File: src/rtl/pirq_pkg.sv
package pirq_pkg;
  localparam int NCH     = 8;
  localparam int SEL_W   = 8;
  localparam int FILT_W  = 4;
  localparam int DATA_W  = 32;
  localparam int INV_POS = 16;
  localparam int HALF    = NCH / 2;

  typedef enum logic [1:0] {
    W_MODE   = 2'd0,
    W_SEL_LO = 2'd1,
    W_SEL_HI = 2'd2,
    W_FILT   = 2'd3
  } word_idx_e;

  typedef struct packed {
    logic              edge_en;
    logic              inv;
    logic [SEL_W-1:0]  sel;
    logic [FILT_W-1:0] filt;
  } ch_cfg_t;
endpackage

File: src/rtl/pirq_sync.sv
module pirq_sync #(
  parameter int W = 8
) (
  input  logic         clk,
  input  logic         rst_n,
  input  logic [W-1:0] d_async,
  output logic [W-1:0] d_sync
);
  logic [W-1:0] stage1_q, stage2_q;

  always_ff @(posedge clk or negedge rst_n) begin
    if (!rst_n) begin
      stage1_q <= '0;
      stage2_q <= '0;
    end else begin
      stage1_q <= d_async;
      stage2_q <= stage1_q;
    end
  end

  assign d_sync = stage2_q;
endmodule

File: src/rtl/pirq_regs.sv
module pirq_regs
  import pirq_pkg::*;
(
  input  logic                 clk,
  input  logic                 rst_n,
  input  logic                 we,
  input  logic [1:0]           addr,
  input  logic [DATA_W-1:0]    wdata,
  output logic [DATA_W-1:0]    rdata,
  output ch_cfg_t [NCH-1:0]    cfg,
  output logic [NCH-1:0]       clr
);
  logic [NCH-1:0]             edge_q, edge_d, inv_q, inv_d, chg, clr_q;
  logic [NCH-1:0][SEL_W-1:0]  sel_q, sel_d;
  logic [NCH-1:0][FILT_W-1:0] filt_q, filt_d;

  always_comb begin
    edge_d = edge_q;
    inv_d  = inv_q;
    sel_d  = sel_q;
    filt_d = filt_q;
    if (we) begin
      case (word_idx_e'(addr))
        W_MODE: begin
          edge_d = wdata[NCH-1:0];
          inv_d  = wdata[INV_POS +: NCH];
        end
        W_SEL_LO: for (int c = 0; c < HALF; c++) sel_d[c] = wdata[c*SEL_W +: SEL_W];
        W_SEL_HI: for (int c = 0; c < HALF; c++) sel_d[c+HALF] = wdata[c*SEL_W +: SEL_W];
        default:  for (int c = 0; c < NCH; c++) filt_d[c] = wdata[c*FILT_W +: FILT_W];
      endcase
    end
    for (int c = 0; c < NCH; c++)
      chg[c] = (edge_d[c] != edge_q[c]) || (inv_d[c] != inv_q[c]) || (sel_d[c] != sel_q[c]);
  end

  always_ff @(posedge clk or negedge rst_n) begin
    if (!rst_n) begin
      edge_q <= '0;
      inv_q  <= '0;
      sel_q  <= '0;
      filt_q <= '0;
      clr_q  <= '0;
    end else begin
      edge_q <= edge_d;
      inv_q  <= inv_d;
      sel_q  <= sel_d;
      filt_q <= filt_d;
      clr_q  <= chg;
    end
  end

  always_comb begin
    rdata = '0;
    case (word_idx_e'(addr))
      W_MODE: begin
        rdata[NCH-1:0]        = edge_q;
        rdata[INV_POS +: NCH] = inv_q;
      end
      W_SEL_LO: rdata = sel_q[HALF-1:0];
      W_SEL_HI: rdata = sel_q[NCH-1:HALF];
      default:  rdata = filt_q;
    endcase
  end

  for (genvar c = 0; c < NCH; c++) begin : g_cfg
    assign cfg[c] = '{edge_en: edge_q[c], inv: inv_q[c], sel: sel_q[c], filt: filt_q[c]};
  end
  assign clr = clr_q;


  sel_chg_clears_chk: assert property (@(posedge clk) disable iff (!rst_n)
    (we && addr == 2'd1 && wdata[SEL_W-1:0] != sel_q[0]) |=> clr[0]);
endmodule

File: src/rtl/pirq_channel.sv
module pirq_channel
  import pirq_pkg::*;
#(
  parameter int NUM_PADS   = 133,
  parameter int FILT_SCALE = 4
) (
  input  logic                clk,
  input  logic                rst_n,
  input  logic [NUM_PADS-1:0] pads_s,
  input  ch_cfg_t             cfg,
  input  logic                clr,
  output logic                irq
);
  localparam int CNT_W = $clog2(((1 << FILT_W) - 1) * FILT_SCALE + 1);

  logic             sel_bit, in_v;
  logic             flt_q, flt_d, prev_q, prev_d, irq_q, irq_d;
  logic [CNT_W-1:0] cnt_q, cnt_d, lim_m1;

  always_comb begin
    sel_bit = 1'b0;
    for (int i = 0; i < NUM_PADS; i++)
      if (cfg.sel == SEL_W'(i)) sel_bit = pads_s[i];
  end

  assign in_v   = sel_bit ^ cfg.inv;
  assign lim_m1 = CNT_W'(cfg.filt) * CNT_W'(FILT_SCALE) - CNT_W'(1);

  always_comb begin
    flt_d  = flt_q;
    cnt_d  = cnt_q;
    prev_d = flt_q;
    irq_d  = cfg.edge_en ? (flt_q & ~prev_q) : flt_q;
    if (clr) begin
      flt_d  = in_v;
      prev_d = in_v;
      cnt_d  = '0;
      irq_d  = 1'b0;
    end else if (cfg.filt == '0 || in_v == flt_q) begin
      flt_d = in_v;
      cnt_d = '0;
    end else if (cnt_q == lim_m1) begin
      flt_d = in_v;
      cnt_d = '0;
    end else begin
      cnt_d = cnt_q + CNT_W'(1);
    end
  end

  always_ff @(posedge clk or negedge rst_n) begin
    if (!rst_n) begin
      flt_q  <= 1'b0;
      prev_q <= 1'b0;
      cnt_q  <= '0;
      irq_q  <= 1'b0;
    end else begin
      flt_q  <= flt_d;
      prev_q <= prev_d;
      cnt_q  <= cnt_d;
      irq_q  <= irq_d;
    end
  end

  assign irq = irq_q;


  edge_single_cycle_chk: assert property (@(posedge clk) disable iff (!rst_n)
    (cfg.edge_en && irq_q && !clr) |=> !irq_q);


  clr_quiet_chk: assert property (@(posedge clk) disable iff (!rst_n)
    clr |=> !irq_q);


  filter_hold_chk: assert property (@(posedge clk) disable iff (!rst_n)
    ($past(!clr && cfg.filt != '0) && flt_q != $past(flt_q)) |-> $past(cnt_q) == $past(lim_m1));
endmodule

File: src/rtl/pad_irq_router.sv
module pad_irq_router
  import pirq_pkg::*;
#(
  parameter int NUM_PADS   = 133,
  parameter int FILT_SCALE = 4
) (
  input  logic                clk,
  input  logic                rst_n,
  input  logic [NUM_PADS-1:0] pad_in,
  input  logic                cfg_we,
  input  logic [1:0]          cfg_addr,
  input  logic [DATA_W-1:0]   cfg_wdata,
  output logic [DATA_W-1:0]   cfg_rdata,
  output logic [NCH-1:0]      irq_o
);
  logic                rst_meta_q, rst_int_n;
  logic [NUM_PADS-1:0] pads_s;
  ch_cfg_t [NCH-1:0]   cfg;
  logic [NCH-1:0]      clr;

  always_ff @(posedge clk or negedge rst_n) begin
    if (!rst_n) begin
      rst_meta_q <= 1'b0;
      rst_int_n  <= 1'b0;
    end else begin
      rst_meta_q <= 1'b1;
      rst_int_n  <= rst_meta_q;
    end
  end

  pirq_sync #(.W(NUM_PADS)) u_sync (
    .clk(clk), .rst_n(rst_int_n), .d_async(pad_in), .d_sync(pads_s)
  );

  pirq_regs u_regs (
    .clk(clk), .rst_n(rst_int_n), .we(cfg_we), .addr(cfg_addr),
    .wdata(cfg_wdata), .rdata(cfg_rdata), .cfg(cfg), .clr(clr)
  );

  for (genvar c = 0; c < NCH; c++) begin : g_ch
    pirq_channel #(.NUM_PADS(NUM_PADS), .FILT_SCALE(FILT_SCALE)) u_ch (
      .clk(clk), .rst_n(rst_int_n), .pads_s(pads_s),
      .cfg(cfg[c]), .clr(clr[c]), .irq(irq_o[c])
    );
  end
endmodule

File: config.mk
export PLATFORM = sky130hd
export DESIGN_NAME = pad_irq_router
export DESIGN_NICKNAME = d
export VERILOG_FILES = /design/src/rtl/pirq_pkg.sv /design/src/rtl/pirq_sync.sv /design/src/rtl/pirq_regs.sv /design/src/rtl/pirq_channel.sv /design/src/rtl/pad_irq_router.sv
export SDC_FILE = /design/constraint.sdc
export NUM_CORES = 2
export LEC_CHECK = 0
export BUFFER_PORTS_ARGS = -buffer_cell sky130_fd_sc_hd__buf_2
export CAP_MARGIN = 0
export CORE_UTILIZATION = 35
export CTS_BUF_LIST = sky130_fd_sc_hd__clkbuf_8
export DETAILED_ROUTE_END_ITERATION = 8
export HOLD_SLACK_MARGIN = 0.08
export PLACE_DENSITY = 0.5
export SYNTH_ARGS = -nofsm -noshare
export SYNTH_HDL_FRONTEND = slang
export SYNTH_HIERARCHICAL = 1
export SYNTH_SLANG_ARGS = --single-unit
File: constraint.sdc
create_clock -name clk -period 15.2 [get_ports clk]
set_input_delay 1.52 -clock clk [delete_from_list [all_inputs] [get_ports clk]]
set_output_delay 1.52 -clock clk [all_outputs]
set_load 0.005 [all_outputs]
==> flow_summary.yaml <==
pwr:
  powerDensity_mw_per_mm2: 128
  peakVddDrop_mv: 0.0703
  total_leakage_power_nw: 15.4
global_routing:
  globalRouteTotalUtil_pct: 33.8
  grt_max_degree: 79
  grt_overflow: 0
  grt_pass1_vias: 32600
  antenna_found_initial: 26
  grt_pass1_wl_um: 247000
floorplanning:
  die_w_um: 319
  die_y_um: 319
  core.rowCount: 116
  io_pins: 210
  dieArea_mm2: 0.102
  start_util_pct: 35.3
  core_mm2: 0.0999
synthesis:
  async_reset_ff_share_pct: 100
  post_synth.cell_area_avg_um2: 9.36
  yosysSeqAreaShare_pct: 32.7
  synth-edff-count: 0
  postSynthCellCount: 3766
  synth_seq_cells: 460
  ys_types: 101
  syn-num-nets: 3960
  synth_warnings: 6
  synth_flop_cell: "dfrtp_1"
  synth_area_mm2: 0.0352
setup_path:
  r2r_cells: 10
  cp.required_ps: 13680
  start_kind: "primary input"
  cp.arrival_ps: 3760
  timing.rr.end: "g_ch[5].u_ch/cnt_q[0]"
  crit_path_max_fanout: 37
  r2r-start: "u_regs/cfg[74]"
  endpoint_kind: "output port"
  criticalPathCategory: "in -> out"
  r2r_slack_ps: 10870
cells_and_area:
  stdcell_area_mm2: 0.0385
  area_growth_syn_to_layout_pct: 9.17
  drive_above_1_share_pct: 21.0
  instances_no_fill: 5230
  final_common_cell: "dfrtp_1"
  nets: 4035
  final_cell_mix: "443 x dfrtp_1, 240 x nand2_1, 228 x nor2_1"
timing:
  fin_crit_sh_pct: 34.7
  fin_setup_tns_ps: 0
  max_freq_ghz: 0.190
  worst_slack_ps: 9920
  rsz0062_at_grt: "false"
  setup_viol: 0
  worstMarginPinSlew_ps: 1440
  final_max_slew_viol_count: 0
  skew_ps: 49.0
  finalHoldViolCount: 0
  slew_headroom_pct: 4.27
  fin_crit_ps: 5280
routing:
  viasPerCell: 6.61
  drt_iter0_markers: 5303
  ant_nets: 0
  drc_errors: 0
  wl_met3_um: 23000
  vias: 34600
  wl_per_cell_um: 33.7
  routed_wirelength_um: 176000
  routed.top_layer: "met5"
  dr_wl_met2_um: 72600
  firstDrtPassIters: 6
  met1Wirelength_um: 68300
min_path:
  min-delay-start: "u_sync/stage1_q[82]"
  min_path_type: "reg -> reg"
  hold_depth: 0
  holdPathEnd: "u_sync/d_sync[82]"
placement:
  io_buffers: 209
  dp_hpwl_um: 113000
  place_area_mm2: 0.0367
  gp_congestion: 1.01
  dp.cells: 5056
  dp_slack_ps: 9950
clock_tree:
  clk_pin_slew_ps: 60
  clk_latency_ps: 740
  cts_hold_buf: 0
  cts_resized: 0
  ctsLongestPathBuffers: 3
  ctsRootBufferMaster: "clkbuf_8"
  cts.sinks: 460
  htreeDepth: 3
  cts_tree: "yes"
  numCtsBuffers: 81
  cts_setup_buffers: 0
run:
  maxCapViolCount: 0
outcome:
  outcome: "complete, no violations"
[stage by stage]
step / hold slack (ps) / power, mW / util, %
after detailed placement: 335 / 3.72 / 36.8
after global placement: 332 / 3.72 / 36.8
after global routing: 309 / 5.18 / 38.5
final: 320 / 4.94 / 38.5
after CTS: 320 / 4.91 / 38.4
after floorplan: 331 / 3.10 / -
[power by group]
part / internal (mW) / switching, mW
sequential: 1.37 / 0.333
clock: 0.624 / 0.535
combinational: 0.820 / 1.26
[worst max path at each step]
stage / from / to / slack [ps] / cells after the start
after floorplan: rst_int_n / g_ch[0].u_ch/cnt_q[0] / 1430 / 0
after global placement: cfg_addr[0] / cfg_rdata[14] / 10020 / 4
after detailed placement: cfg_addr[0] / cfg_rdata[24] / 9950 / 4
after CTS: cfg_addr[0] / cfg_rdata[24] / 9940 / 4
after global routing: cfg_addr[0] / cfg_rdata[24] / 9680 / 4
final: cfg_addr[0] / cfg_rdata[24] / 9920 / 4
[critical path, cell delays in order]
cell and delay (ps):
buf_2 740, nor2b_1 1080, a22o_1 300, buf_2 110
[cell families after synthesis]
logic type,synth area share [%]
AO/OA/AOI/OAI,24.1
XOR/XNOR,4.07
adder cells (fa/ha/maj),0.852
buffers and inverters,6.50
flip-flops,32.7
multiplexers,13.3
other,0.0106
AND/OR/NAND/NOR,18.4
[layer usage]
metal	vias up	global-route usage [%]
li1	14400	-
met1	17000	43.2
met2	2579	47.4
met3	597	13.1
met4	6	21.5
met5	-	0
[final cells by class]
type,count,area [um^2]
multi-input cells,2900,21400
diodes,27,67.6
clock buffers,98,1350
repair buffers,313,1830
flip-flops and latches,460,11500
fillers,10100,61400
well taps,1298,1620
inverters,85,319
clock inverters,49,309
[flip-flops by register name (all words and copies together) (netlist names), 8 cells and up]
register,flops
u_regs/inv_q,8
u_regs/cfg,96
g_ch.u_ch/cnt_q,48
u_sync/stage1_q,133
u_regs/edge_q,8
u_sync/d_sync,133
g_ch.u_ch/prev_q,8
g_ch.u_ch/flt_q,8
g_ch.u_ch/irq,8
u_regs/clr,8
[cells in the mapped netlist (all sizes together) (16+ instances only)]
master	instances	area, um^2
nor3	86	430
xor2	40	350
mux2	194	2390
ha	24	300
nor3b	44	372
o32ai	19	166
dfrtp	460	11500
nand2b	83	542
nand3	95	475
a21o	31	233
o221ai	27	236
mux4	63	1420
a221o	19	190
a22oi	57	428
o211ai	55	413
o21a	43	323
nor2b	98	613
o32a	18	180
a32oi	27	259
nand4	40	250
a31oi	50	375
nor4b	18	189
a211oi	56	450
o22ai	46	288
nand2	257	1010
a2bb2oi	22	211
nor4bb	18	180
buf	233	1640
o31ai	23	214
xnor2	115	1010
mux2i	89	891
inv	85	319
and3	16	100
and2	34	213
nor2	239	925
clkbuf	88	334
a221oi	21	184
a22o	29	254
a21oi	222	1120
nand3b	40	300
o21ai	241	1220
o211a	20	200
No activity file was read; power rests on OpenSTA's default activity.
